$ cat config.mk
export PLATFORM = sky130hd
export DESIGN_NAME = link_integrity_mon
export DESIGN_NICKNAME = d
export VERILOG_FILES = /design/src/rtl/lim_pkg.sv /design/src/rtl/lim_gap_timer.sv /design/src/rtl/lim_loss_timer.sv /design/src/rtl/lim_link_fsm.sv /design/src/rtl/link_integrity_mon.sv
export SDC_FILE = /design/constraint.sdc
export NUM_CORES = 1
export LEC_CHECK = 0
export ABC_AREA = 1
export BUFFER_PORTS_ARGS = -buffer_cell sky130_fd_sc_hd__buf_2
export CORE_MARGIN = 10
export CORE_UTILIZATION = 34
export CTS_BUF_LIST = sky130_fd_sc_hd__clkbuf_8
export CTS_CLUSTER_SIZE = 30
export DETAILED_ROUTE_END_ITERATION = 6
export PLACE_DENSITY = 0.51
export SYNTH_ARGS = -nofsm -noshare
export SYNTH_HDL_FRONTEND = slang
export SYNTH_HIERARCHICAL = 1
export SYNTH_SLANG_ARGS = --single-unit
$ cat constraint.sdc
create_clock -name clk_i -period 2.4 [get_ports clk_i]
set_input_delay 0.48 -clock clk_i [delete_from_list [all_inputs] [get_ports clk_i]]
set_output_delay 0.48 -clock clk_i [all_outputs]
set_load 0.02 [all_outputs]
$ cat src/rtl/lim_pkg.sv
package lim_pkg;
  typedef enum logic {
    LINK_DOWN = 1'b0,
    LINK_UP   = 1'b1
  } link_state_e;
endpackage

$ cat src/rtl/lim_gap_timer.sv
// Ticks since last reference event, saturating one above the valid window.
module lim_gap_timer #(
  parameter int MAX_GAP_US = 64000,
  localparam int SatVal = MAX_GAP_US + 1,
  localparam int W = $clog2(SatVal + 1)
) (
  input  logic         clk_i,
  input  logic         rst_ni,
  input  logic         tick_i,
  input  logic         clear_i,
  output logic [W-1:0] gap_o
);
  localparam logic [W-1:0] SatV = W'(SatVal);

  always_ff @(posedge clk_i or negedge rst_ni) begin
    if (!rst_ni)                    gap_o <= '0;
    else if (clear_i)               gap_o <= '0;
    else if (tick_i && gap_o != SatV) gap_o <= gap_o + 1'b1;
  end
endmodule

$ cat src/rtl/lim_loss_timer.sv
module lim_loss_timer #(
  parameter int LOSS_US = 64000,
  localparam int W = $clog2(LOSS_US + 1)
) (
  input  logic         clk_i,
  input  logic         rst_ni,
  input  logic         run_i,
  input  logic         tick_i,
  input  logic         restart_i,
  output logic         expire_o,
  output logic [W-1:0] cnt_o
);
  localparam logic [W-1:0] LastV = W'(LOSS_US - 1);

  assign expire_o = run_i && tick_i && !restart_i && (cnt_o == LastV);

  always_ff @(posedge clk_i or negedge rst_ni) begin
    if (!rst_ni)                      cnt_o <= '0;
    else if (!run_i || restart_i)     cnt_o <= '0;
    else if (expire_o)                cnt_o <= '0;
    else if (tick_i)                  cnt_o <= cnt_o + 1'b1;
  end
endmodule

$ cat src/rtl/lim_link_fsm.sv
module lim_link_fsm
  import lim_pkg::*;
#(
  parameter int MIN_GAP_US = 4000,
  parameter int MAX_GAP_US = 64000,
  parameter int PASS_CNT   = 2,
  localparam int GW = $clog2(MAX_GAP_US + 2),
  localparam int CW = $clog2(PASS_CNT + 1)
) (
  input  logic          clk_i,
  input  logic          rst_ni,
  input  logic          lp_i,
  input  logic          rx_lvl_i,
  input  logic          rx_evt_i,
  input  logic [GW-1:0] gap_i,
  input  logic          loss_exp_i,
  output logic          gap_clr_o,
  output logic          loss_rst_o,
  output link_state_e   state_o
);
  localparam logic [GW-1:0] MinV  = GW'(MIN_GAP_US);
  localparam logic [GW-1:0] MaxV  = GW'(MAX_GAP_US);
  localparam logic [CW-1:0] PassV = CW'(PASS_CNT);

  link_state_e state_n;
  logic [CW-1:0] vcnt_q, vcnt_n;
  logic has_ref_q, has_ref_n;
  logic gap_ok;

  assign gap_ok = has_ref_q && (gap_i >= MinV) && (gap_i <= MaxV);

  always_comb begin
    state_n    = state_o;
    vcnt_n     = vcnt_q;
    has_ref_n  = has_ref_q;
    gap_clr_o  = 1'b0;
    loss_rst_o = 1'b0;
    unique case (state_o)
      LINK_DOWN: begin
        if (lp_i) begin
          gap_clr_o = 1'b1;
          has_ref_n = 1'b1;
          if (gap_ok) begin
            if (vcnt_q + 1'b1 >= PassV) begin
              state_n = LINK_UP;
              vcnt_n  = '0;
            end else begin
              vcnt_n = vcnt_q + 1'b1;
            end
          end else begin
            vcnt_n = '0;
          end
        end else if (rx_evt_i) begin
          gap_clr_o = 1'b1;
          has_ref_n = 1'b1;
          if (vcnt_q + 1'b1 >= PassV) begin
            state_n = LINK_UP;
            vcnt_n  = '0;
          end else begin
            vcnt_n = vcnt_q + 1'b1;
          end
        end
      end
      LINK_UP: begin
        if (lp_i) begin
          gap_clr_o = 1'b1;
          has_ref_n = 1'b1;
          if (gap_ok) loss_rst_o = 1'b1;
        end
        if (rx_lvl_i) loss_rst_o = 1'b1;
        if (loss_exp_i) begin
          state_n   = LINK_DOWN;
          vcnt_n    = '0;
          has_ref_n = 1'b0;
          gap_clr_o = 1'b1;
        end
      end
      default: state_n = LINK_DOWN;
    endcase
  end

  always_ff @(posedge clk_i or negedge rst_ni) begin
    if (!rst_ni) begin
      state_o   <= LINK_DOWN;
      vcnt_q    <= '0;
      has_ref_q <= 1'b0;
    end else begin
      state_o   <= state_n;
      vcnt_q    <= vcnt_n;
      has_ref_q <= has_ref_n;
    end
  end
endmodule

$ cat src/rtl/link_integrity_mon.sv
module link_integrity_mon
  import lim_pkg::*;
#(
  parameter int LOSS_US    = 64000,
  parameter int MIN_GAP_US = 4000,
  parameter int MAX_GAP_US = 64000,
  parameter int PASS_CNT   = 2,
  parameter bit RX_COUNTS  = 1'b1,
  localparam int GW = $clog2(MAX_GAP_US + 2),
  localparam int LW = $clog2(LOSS_US + 1)
) (
  input  logic clk_i,
  input  logic rst_ni,
  input  logic tick_us_i,
  input  logic lp_det_i,
  input  logic rx_act_i,
  output logic link_ok_o,
  output logic link_fail_led_o
);
  link_state_e   state;
  logic [GW-1:0] gap;
  logic [LW-1:0] loss_cnt;
  logic gap_clr, loss_rst, loss_exp, rx_evt;

  generate
    if (RX_COUNTS) begin : g_rx_edge
      logic rx_q;
      always_ff @(posedge clk_i or negedge rst_ni) begin
        if (!rst_ni) rx_q <= 1'b0;
        else         rx_q <= rx_act_i;
      end
      assign rx_evt = rx_act_i && !rx_q;
    end else begin : g_rx_off
      assign rx_evt = 1'b0;
    end
  endgenerate

  lim_gap_timer #(.MAX_GAP_US(MAX_GAP_US)) u_gap (
    .clk_i, .rst_ni, .tick_i(tick_us_i), .clear_i(gap_clr), .gap_o(gap)
  );

  lim_loss_timer #(.LOSS_US(LOSS_US)) u_loss (
    .clk_i, .rst_ni, .run_i(state == LINK_UP), .tick_i(tick_us_i),
    .restart_i(loss_rst), .expire_o(loss_exp), .cnt_o(loss_cnt)
  );

  lim_link_fsm #(
    .MIN_GAP_US(MIN_GAP_US), .MAX_GAP_US(MAX_GAP_US), .PASS_CNT(PASS_CNT)
  ) u_fsm (
    .clk_i, .rst_ni, .lp_i(lp_det_i), .rx_lvl_i(rx_act_i), .rx_evt_i(rx_evt),
    .gap_i(gap), .loss_exp_i(loss_exp), .gap_clr_o(gap_clr),
    .loss_rst_o(loss_rst), .state_o(state)
  );

  assign link_ok_o       = (state == LINK_UP);
  assign link_fail_led_o = (state != LINK_UP);
endmodule

# After elaboration in Yosys (flattened, before gate mapping)
# Cells that the tools add are included.
# W data, S select, Z words.
[totals]
ff_bits = 37
latchBits = 0
ram_bits = 0
romBits = 0
inputBits = 5
out_inout_bits = 2
memories = 0
[classes]
addsub = 3
n_mul = 0
div = 0
magnitude_cmp = 3
n_eq_ne = 5
shift = 0
muxes = 31
bitwise = 1
n_reduce_logical = 15
[ops]
columns = ["op", "count"]
rows = [
  ["$mux W16", 5],
  ["$add A16 B1 Y16 const B", 2],
  ["$mux W1", 17],
  ["$eq A16 B16 Y1 const B", 1],
  ["$ge A16 B12 Y1 const B", 1],
  ["$le A16 B16 Y1 const B", 1],
  ["$ne A16 B16 Y1 const B", 1],
  ["$mux W2", 5],
  ["$logic_and A1 B1 Y1", 7],
  ["$pmux W1 S2", 3],
  ["$pmux W2 S2", 1],
  ["$reduce_and A2 Y1", 2],
  ["$logic_not A1 Y1", 3],
  ["$ne A3 B2 Y1 const B", 1],
  ["$ne A3 B3 Y1 const B", 1],
  ["$reduce_bool A3 Y1", 1],
  ["$add A2 B1 Y2 const B", 1],
  ["$ge A2 B2 Y1 const B", 1],
  ["$ne A2 B2 Y1 const B", 1],
  ["$reduce_bool A2 Y1", 1],
  ["$logic_or A1 B1 Y1", 1],
  ["$not A1 Y1", 1],
]

# Depth between registers and ports, before layout
# Gate-level depths: netlist of run 1.
[logic_depth]
word_depth = 13
mapped_depth = 21
depth_no_buf = 20

# Cells and area by module
# The synthesis of run 1 kept the hierarchy.
[modules_own_cells]
columns = ["module", "n_inst", "cells_per_inst", "area_each_um2", "seq_area_each_um2"]
rows = [
  ["lim_gap_timer", 1, 160, 1081.0, 400.4],
  ["lim_loss_timer", 1, 149, 1066.0, 400.4],
  ["lim_link_fsm", 1, 60, 347.8, 100.1],
  ["link_integrity_mon", 1, 4, 38.8, 25.0],
]

# Least setup slack after synthesis of run 1
# Ideal clock, no wire load.
[synth_path]
kind = "register to register"
startpoint = "register u_gap.gap_o[13]"
endpoint = "register u_gap.gap_o[14]"
arrival_ns = 2.128
slack_ns = 0.153
path_stages_with_launch = 19
synth_period_minus_slack_ns = 2.247
path_cell_list = "dfrtp_1 > nor2_1 > and2_1 > a21oi_2 > nand3_1 > a21oi_1 > nor2_2 > nand2_4 > nor3_1 > nand2_1 > nand2_1 > nor2_1 > inv_1 > inv_1 > nand2_4 > clkinv_2 > buf_6 > nand2_1 > nand2_1"
[synth_between]
elab_chain_cells = 13
word_cells_on_any_way = 19
classes_between = "add/sub: 1; order compare: 2; eq/ne: 1; mux: 8; reduce/logical: 7"
[synth_lines]
columns = ["item", "line_no", "rtl"]
rows = [
  ["start, declared", "lim_gap_timer.sv:11", "output logic [W-1:0] gap_o"],
  ["start signal, assigned", "lim_gap_timer.sv:18", "else if (tick_i && gap_o != SatV) gap_o <= gap_o + 1'b1;"],
  ["$ge A16 B12 Y1", "lim_link_fsm.sv:30", "assign gap_ok = has_ref_q && (gap_i >= MinV) && (gap_i <= MaxV);"],
  ["$logic_and A1 B1 Y1", "lim_link_fsm.sv:30", ""],
  ["$logic_and A1 B1 Y1 *", "lim_link_fsm.sv:30", ""],
  ["$mux W1 *", "lim_link_fsm.sv:68", "if (gap_ok) loss_rst_o = 1'b1;"],
  ["$mux W1 *", "lim_link_fsm.sv:65", "if (lp_i) begin"],
  ["$mux W1 *", "lim_link_fsm.sv:70", "if (rx_lvl_i) loss_rst_o = 1'b1;"],
  ["$mux W1 *", "lim_link_fsm.sv:38", "unique case (state_o)"],
  ["named net loss_rst", "link_integrity_mon.sv:23", "logic gap_clr, loss_rst, loss_exp, rx_evt;"],
  ["$logic_not A1 Y1 *", "lim_loss_timer.sv:15", "assign expire_o = run_i && tick_i && !restart_i && (cnt_o == LastV);"],
  ["$logic_and A1 B1 Y1 * (2 in a row)", "lim_loss_timer.sv:15", ""],
  ["named net loss_exp", "link_integrity_mon.sv:23", ""],
  ["$mux W1 *", "lim_link_fsm.sv:71", "if (loss_exp_i) begin"],
  ["$pmux W1 S2 *", "lim_link_fsm.sv:38", ""],
  ["named net gap_clr", "link_integrity_mon.sv:23", ""],
  ["$mux W16 or $reduce_bool A2 Y1 (tied branches)", "--", ""],
]
# Mark *: on every way through the listed nets, which the timed path passes. The rest lies on a longest branch. The select of a mux whose other input is x is not followed.
# A chain may end at the register's enable or synchronous reset.

# Worst setup path in the final report of run 1
[layout_path]
startpoint = "register u_gap.gap_o[9]"
endpoint = "register u_gap.gap_o[5]"
# The elaborated chain is that of the path after synthesis.

==> key figures, run 1 <==
Critical path
  • Slowest CP cell: dfrtp_1
  • Worst-path cell chain: inv_1, nor2_1, nand2_1, nor2_1, nand2_1, nand2_1, nand3_1, a21oi_1, nor2_2, nand2_4, nor3_2, nand2_1, nand2_1, nor2_2, inv_1, inv_2, clkbuf_4, nand3_1, nand2_1
  • Critical path data required time: 2590 ps
  • Max stage delay on crit path: roughly 400 ps
  • Startpoint types: register
  • Nature of the critical path endpoint: register
  • Worst path arrival time: about 2400 ps
  • Crit-path max FO: 6
  • CP Class: register to register
  • CP most frequent cell: nand2_1

Route
  • DRC: 0
  • Final WL: approximately 6.3 mm
  • Wirelength per Cell: ~12 µm
  • DR vias: between 2k and 2.5k
  • Final ANT Viol Nets: 0
  • Starting DRT DRC Count: 80
  • Vias per cell: around 4.7
  • Drt pass-1 iters: 4

CTS
  • Worst skew pair latency: around 300 ps
  • Post-CTS sizing: 0
  • CTS H-Tree Depth: 2
  • TritonCTS clock tree: built
  • Clock tree sinks: 37
  • CTS Buf Count: 5
  • Clk slew on worst S/H paths: 80 ps
  • Postcts setup bufs: 0
  • Clock root cell: clkbuf_8
  • CTS max path bufs: 2
  • Hold_buf cts: 0

Yosys
  • Cells after Synth: 373
  • YS warnings: 6
  • Register bit count reported by yosys: 37
  • Post-synthesis net count: approximately 380
  • Synth cell types: 29
  • Sequential cell area fraction in the yosys report: a little over a third
  • Syn_area_per_cell: 6.793 µm²
  • Mapped Area: roughly 2500 µm²

Power and ir drop
  • VDD IR max: 0.0001957 V
  • Tot Pwr: 0.001531 W
  • PD cells: ~520 nW/µm²
  • Leakage: 1.492 nW

Die
  • CORE AREA: 7253 µm²
  • # IOs: 7
  • Die W: approximately 110 µm
  • Die footprint: ~11,000 µm²
  • Initial Util: about a third
  • Chip height: 106.3 µm
  • Row count: 31

Timing
  • Final Max Slew Viols: 0
  • Final hold vios: 0
  • Worst slew pin tran: roughly 1000 ps
  • Max Fclk: 0.4604 GHz
  • Final setup viols: 0
  • Final min period: ~2200 ps
  • RSZ-0062 raised after global routing: no
  • Hold_ws: about 300 ps
  • Setup TNS: 0 ps
  • Final Cycle Share: roughly nine tenths
  • Post-route clock skew: ~10 ps
  • Slew HR: between 30% and 40%

Layout
  • P&R area growth vs syn: 16.99%
  • Share of post-route cells with drive strength above 1: between 10% and 20%
  • Antenna diodes: 0
  • Final #Nets: 412

GRT
  • First-pass GRT wire length: around 11 mm
  • Largest net degree at the start of global routing: 38
  • Initial antenna violation count: 0
  • Number of global-route vias before repair: around 2.4k
  • GRT Residual Overflow: 0
  • GRT Total Usage: about an eighth

Placement
  • Input/output buffers: 6
  • Detail Placement HPWL: between 4 and 5 mm
  • Routability congestion estimate: approximately 0.87

Min path
  • HP Class: primary input to asynchronous set/reset pin

Status
  • Outcome: complete, no violations

Job
  • MaxCap Viol Count: 0
-- layer usage --
metal / global-route usage (%) / share of wire [%] / up-vias
li1: - / - / 1230
met1: 13.40 / 46 / 1070
met2: 21.29 / 49 / 39
met3: 2.959 / 3.4 / 11
met4: 3.288 / 1.7 / 0
met5: 0 / 0 / -
-- final cells by class --
cell class,count,area [µm²]
fill,771,4289
multi-input combinational,287,1410
sequential,37,925.9
timing repair buffer,29,206.4
inverter,43,163.9
tap,99,123.9
clock buffer,5,68.82
clock inverter,3,65.06
-- worst max-delay path: cells and delay by family (launching register included) --
family / cells / cell delay [ps]
flip-flops: 1 / 400
AND/OR/NAND/NOR: 14 / 1180
AO/OA/AOI/OAI: 1 / 70
buffers and inverters: 4 / 410
-- registers in the layout (all words and copies together), names as in the netlist --
register,cells
g_rx_edge.rx_q,1
u_fsm/vcnt_q,2
u_fsm/state_o,1
u_loss/cnt_o,16
u_fsm/has_ref_q,1
u_gap/gap_o,16
-- synth_stat cells --
| cell | n | area share (%) |
|---|---|---|
| a21boi_0 | 1 | 0.30 |
| a21oi_1 | 2 | 0.40 |
| a21oi_2 | 1 | 0.35 |
| and2_1 | 1 | 0.25 |
| buf_2 | 3 | 0.59 |
| buf_6 | 1 | 0.44 |
| buf_8 | 1 | 0.59 |
| clkbuf_1 | 1 | 0.15 |
| clkinv_2 | 1 | 0.20 |
| dfrtp_1 | 37 | 37 |
| ha_1 | 4 | 2.0 |
| inv_1 | 40 | 5.9 |
| inv_2 | 2 | 0.30 |
| nand2_1 | 134 | 20 |
| nand2_2 | 6 | 1.5 |
| nand2_4 | 3 | 1.3 |
| nand3_1 | 24 | 4.7 |
| nand3_2 | 6 | 2.4 |
| nand4_1 | 18 | 4.4 |
| nor2_1 | 52 | 7.7 |
| nor2_2 | 5 | 1.2 |
| nor2_4 | 3 | 1.3 |
| nor3_1 | 1 | 0.20 |
| o21ai_0 | 8 | 1.6 |
| o21ai_1 | 1 | 0.20 |
| o21ai_2 | 1 | 0.35 |
| o21bai_1 | 5 | 1.5 |
| or2_2 | 1 | 0.25 |
| xor2_1 | 10 | 3.5 |
-- kinds of logic (layout without fill, tap and decap cells) --
kind of cell | after synthesis | count (layout) | synth area share [%]
XOR/XNOR | 10 | 10 | 3.457
adder cells (fa/ha/maj) | 4 | 4 | 1.975
AND/OR/NAND/NOR | 254 | 254 | 45.19
buffers and inverters | 49 | 80 | 8.197
AO/OA/AOI/OAI | 19 | 19 | 4.642
flip-flops | 37 | 37 | 36.54
-- power breakdown --
part           switching, W  internal [W]  leakage, nW
sequential        0.0000176      0.000646        0.501
clock              0.000242      0.000413       0.0681
combinational      0.000141     0.0000713        0.923
total              0.000401       0.00113         1.49
-- path summary, 6_finish.rpt --
path / end / start / slack, ps / cells after the start
max in group asynchronous: u_fsm/state_o$_DFF_PN0_ / rst_ni / 1550 / 1
min in group clk_i: g_rx_edge.rx_q$_DFF_PN0_ / rx_act_i / 310 / 1
hold / removal: u_loss/cnt_o[5]$_DFFE_PN0P_ / rst_ni / 300 / 1
hold reg to reg: u_fsm/vcnt_q[1]$_DFFE_PN0P_ / u_fsm/vcnt_q[1]$_DFFE_PN0P_ / 500 / 2
setup / recovery: u_gap/gap_o[5]$_DFFE_PN0P_ / u_gap/gap_o[9]$_DFFE_PN0P_ / 230 / 19
setup reg to reg: u_gap/gap_o[5]$_DFFE_PN0P_ / u_gap/gap_o[9]$_DFFE_PN0P_ / 230 / 19
-- through the flow --
step / utilization (%) / instances / area (µm²) / setup WS (ps)
6_report: 40.87 / 503 / 2964 / 227.9
5_1_grt: 40.87 / 503 / 2964 / 0.6537
4_1_cts: 40.56 / 502 / 2942 / 52.99
3_5_place_dp: 38.71 / 494 / 2808 / 73.59
3_3_place_gp: 38.71 / 494 / 2808 / 142.6
2_1_floorplan: - / 373 / 2534 / 153.3
-- cells in the final DEF (no fill, tap or decap) --
cell       netlist  final
a21boi_0         1      1
a21oi_1          2      2
a21oi_2          1      1
and2_1           1      1
buf_2            3      6
buf_4            0     21
buf_6            1      1
bufinv_16        0      2
clkbuf_4         0      1
clkbuf_8         0      5
clkinv_2         1      1
dfrtp_1         37     37
ha_1             4      4
inv_1           40     39
inv_2            2      3
inv_4            0      1
nand2_1        134    134
nand2_2          6      6
nand2_4          3      3
nand3_1         24     24
nand3_2          6      6
nand4_1         18     18
nor2_1          52     50
nor2_2           5      7
nor2_4           3      3
nor3_2           0      1
o21ai_0          8      8
o21ai_1          1      1
o21ai_2          1      1
o21bai_1         5      5
or2_2            1      1
xor2_1          10     10
Power figures use the tool's default switching activity.
==> inputs of run 2 (changes only) <==
--- a/config.mk
+++ b/config.mk
@@ -5,14 +5,14 @@
 export SDC_FILE = /design/constraint.sdc
 export NUM_CORES = 1
 export LEC_CHECK = 0
-export ABC_AREA = 1
+export ABC_AREA = 0
 export BUFFER_PORTS_ARGS = -buffer_cell sky130_fd_sc_hd__buf_2
 export CORE_MARGIN = 10
 export CORE_UTILIZATION = 34
 export CTS_BUF_LIST = sky130_fd_sc_hd__clkbuf_8
 export CTS_CLUSTER_SIZE = 30
 export DETAILED_ROUTE_END_ITERATION = 6
-export PLACE_DENSITY = 0.51
+export PLACE_DENSITY = 0.52
 export SYNTH_ARGS = -nofsm -noshare
 export SYNTH_HDL_FRONTEND = slang
 export SYNTH_HIERARCHICAL = 1
==> run 2 against run 1 <==
Compared with the run above: the run now ends with negative setup slack left; sequential power rose by 3.3%; critical path depth shrank 8; global-route usage is 0.70 points lower.
==> key figures, run 2 <==
Critical path
  • Max stage delay on crit path: 540 ps (+140 ps)
  • Slowest CP cell: or4_4
  • Worst-path cell chain: or4_4, nor4_4, nor3_2, o21ai_1, nand3b_1, buf_4, buf_6, a41oi_4, buf_12, a21o_1, a22o_1
  • Reg-to-reg endpoint: u_loss/cnt_o[3]$_DFFE_PN0P_
  • Worst r2r path cells: 11 (-8)
  • Crit-path max FO: 7 (+1)
  • R2R Path Start: u_gap/gap_o[4]$_DFFE_PN0P_
  • Reg2reg setup slack: -10 ps (-240 ps)
  • Worst path arrival time: 2600 ps (+240 ps)
  • Nature of the critical path endpoint: register
  • Worst Path Buf+Inv: 3 (-1)
  • Critical path data required time: 2580 ps (about the same)
  • CP delay by family, top: simple AND/OR/NAND/NOR gates
  • Startpoint types: register
  • CP Class: register to register

GRT
  • First-pass GRT wire length: 9.301 mm (-15%)
  • GRT Total Usage: 11.09% (-0.70 points)
  • Number of global-route vias before repair: 1,819 (-24%)
  • Initial antenna violation count: 0 (unchanged)
  • GRT Residual Overflow: 0 (unchanged)
  • Largest net degree at the start of global routing: 38 (unchanged)

CTS
  • Clock root cell: clkbuf_8
  • Clock tree sinks: 37 (unchanged)
  • Worst skew pair latency: 300 ps (about the same)
  • TritonCTS clock tree: built
  • Clk slew on worst S/H paths: 90 ps (about the same)
  • CTS H-Tree Depth: 2 (unchanged)
  • CTS Buf Count: 5 (unchanged)
  • CTS max path bufs: 2 (unchanged)

Power and ir drop
  • PD cells: 627.2 nW/µm² (+21%)
  • Tot Pwr: 0.001737 W (+13%)
  • VDD IR max: 0.0004229 V (+120%)
  • Leakage: 1.143 nW (-23%)

Yosys
  • Post-synth ARST share: 100.0% (unchanged)
  • Synth top cells by count: dfrtp_1 (37), nand2_1 (19), a21oi_1 (15), nand3_1 (15), nand4_1 (14)
  • Synth cell types: 55 (+90%)
  • Syn_area_per_cell: 9.651 µm² (+42%)
  • Sequential cell area fraction in the yosys report: 41.00% (+4.5 points)
  • Cell taking the most area after synthesis: dfrtp_1
  • Cells after Synth: 234 (-37%)
  • Post-synth top flop: dfrtp_1
  • Top cells by area, synth: dfrtp_1 (41%), nand4_1 (3.9%), a21oi_1 (3.3%)
  • Post-synthesis net count: 243 (-36%)
  • Share of the synthesized area in the top cell type: 41.00% (+4.5 points)
  • Mapped Area: 2258 µm² (-11%)
  • Number of enable flip-flop cells after synthesis: 0 (unchanged)
  • YS warnings: 6 (unchanged)
  • Register bit count reported by yosys: 37 (unchanged)
  • Most common cell in the netlist: dfrtp_1

Timing
  • Final Max Slew Viols: 0 (unchanged)
  • Final min period: 2415 ps (+242.9 ps)
  • Final hold vios: 0 (unchanged)
  • Slew HR: 42.74% (+9.4 points)
  • Post-route clock skew: 12.07 ps (+2.065 ps)
  • Setup WS post-layout: -14.91 ps (-242.9 ps)
  • Max Fclk: 0.4141 GHz (-10%)
  • RSZ-0062 raised after global routing: yes
  • Final setup viols: 2 (+2)
  • Worst slew pin tran: 858.9 ps (-141.6 ps)
  • Final Cycle Share: 100.6% (+10 points)

Placement
  • Detail Placement HPWL: 3.753 mm (-20%)
  • Input/output buffers: 6 (unchanged)
  • Routability congestion estimate: 0.7909 (-8.6%)
  • Post-Place Cells: 333 (-33%)
  • Pre-CTS setup slack: -22.65 ps (-96.24 ps)
  • Placed cell areas: 2511 µm² (-11%)

Die
  • Row count: 29 (-6.5%)
  • Initial Util: 35.36% (+0.43 points)
  • CORE AREA: 6386 µm² (-12%)
  • Chip height: 101.5 µm (-4.5%)
  • Die footprint: 10,300 µm² (-8.9%)
  • # IOs: 7 (unchanged)
  • Die W: 101.5 µm (-4.5%)

Layout
  • P&R area growth vs syn: 22.60%
  • Final #Nets: 280 (-32%)
  • Biggest regs: u_gap/gap_o x16, u_loss/cnt_o x16, u_fsm/vcnt_q x2
  • Share of post-route cells with drive strength above 1: 29.04% (+12 points)
  • Antenna diodes: 0 (unchanged)
  • Final Instance Area: 2769 µm² (-6.6%)
  • Most common cell after layout, fill and taps aside: dfrtp_1
  • Post-Layout Cell Count: 349 (-31%)
  • Fin util: 43.36% (+2.5 points)
  • Most frequent cells in the layout: dfrtp_1 (37), buf_4 (29), nand2_1 (17), nand3_1 (15), nand4_1 (14)

Route
  • Final ANT Viol Nets: 0 (unchanged)
  • Wirelength per Cell: 15.40 µm (+24%)
  • DRC: 0 (unchanged)
  • DR vias: 1,961 (-17%)
  • Vias per cell: 5.619 (+20%)
  • Starting DRT DRC Count: 120 (+50%)
  • Final WL: 5.373 mm (-14%)
  • Drt pass-1 iters: 4 (unchanged)

Status
  • Failing checks: negative setup slack
  • Outcome: finished, violations left

Job
  • MaxCap Viol Count: 0 (unchanged)

Min path
  • HP Class: primary input to asynchronous set/reset pin
==> run 2: cell count changes after synthesis, sizes merged, moves of 6 or more <==
| cell | delta |
|---|---|
| nand3 | -15 |
| o21ai | +9 |
| xor2 | -7 |
| a21oi | +12 |
| nand2 | -123 |
| or4 | +9 |
| nor2 | -48 |
| inv | -35 |
| and4 | +6 |
==> run 2: layout make-up <==
| type | instances | area, µm² |
|---|---|---|
| fillers | 614 | 3617 |
| multi-input cells | 181 | 1285 |
| flip-flops and latches | 37 | 925.9 |
| repair buffers | 39 | 301.5 |
| well taps | 77 | 96.34 |
| clock buffers | 5 | 68.82 |
| clock inverters | 3 | 65.06 |
| inverters | 7 | 26.28 |
==> run 2: how the worst max path moves through the flow <==
stage | from | end | slack, ps | cells past startpoint
after floorplan | u_gap/gap_o[1]$_DFFE_PN0P_ | u_gap/gap_o[14]$_DFFE_PN0P_ | -160 | 12
after CTS | u_gap/gap_o[7]$_DFFE_PN0P_ | u_gap/gap_o[14]$_DFFE_PN0P_ | -20 | 11
after global placement | u_gap/gap_o[1]$_DFFE_PN0P_ | u_gap/gap_o[14]$_DFFE_PN0P_ | 30 | 11
after detailed placement | u_gap/gap_o[1]$_DFFE_PN0P_ | u_gap/gap_o[14]$_DFFE_PN0P_ | -20 | 11
final | u_gap/gap_o[4]$_DFFE_PN0P_ | u_loss/cnt_o[3]$_DFFE_PN0P_ | -10 | 11
after global routing | u_gap/gap_o[6]$_DFFE_PN0P_ | u_gap/gap_o[14]$_DFFE_PN0P_ | -190 | 11
==> run 2: worst reg2reg max path, stage by stage, from the launching register on <==
cell	delay, ps
dfrtp_1	380
or4_4	540
nor4_4	230
nor3_2	80
o21ai_1	130
nand3b_1	150
buf_4	130
buf_6	90
a41oi_4	50
buf_12	190
a21o_1	140
a22o_1	190
==> run 2: power by group <==
group | leakage [nW] | internal [W] | switching, W | total (W)
Combinational | 0.573 | 0.000185 | 0.000211 | 0.000397
Clock | 0.0681 | 0.000413 | 0.000242 | 0.000655
Sequential | 0.502 | 0.000655 | 0.0000291 | 0.000685
Total | 1.14 | 0.00125 | 0.000483 | 0.00174
==> run 2: metal layers <==
metal	routed length, µm	up-vias	track usage (%)
li1	-	969	-
met5	0	-	0
met2	2347	36	15.58
met4	118	0	5.145
met1	2685	947	15.59
met3	222	9	2.587
==> run 2: kinds of logic after synthesis <==
family	count (synthesis)	share of synthesized area [%]
multiplexers	3	1.496
adder cells (fa/ha/maj)	4	2.216
AO/OA/AOI/OAI	61	18.78
AND/OR/NAND/NOR	108	30.14
flip-flops	37	41.00
XOR/XNOR	5	1.939
buffers and inverters	16	4.432
==> run 2: stage by stage <==
step                      TNS [ps]  hold WS [ps]
final                       -19.61         279.6
after global routing         -1158         311.7
after CTS                   -24.50         304.9
after detailed placement    -22.65         475.3
after global placement           0         491.4
after floorplan             -247.6         184.4
==> run 2: timing repair <==
action | CTS | global route
hold buffers | 0 | 0
hold endpoints to repair | 0 | 0
buffers inserted | 0 | 8
gates cloned | 0 | 0
resized for setup | 1 | 12
pin swaps | 1 | 5
setup endpoints to repair | 1 | 22
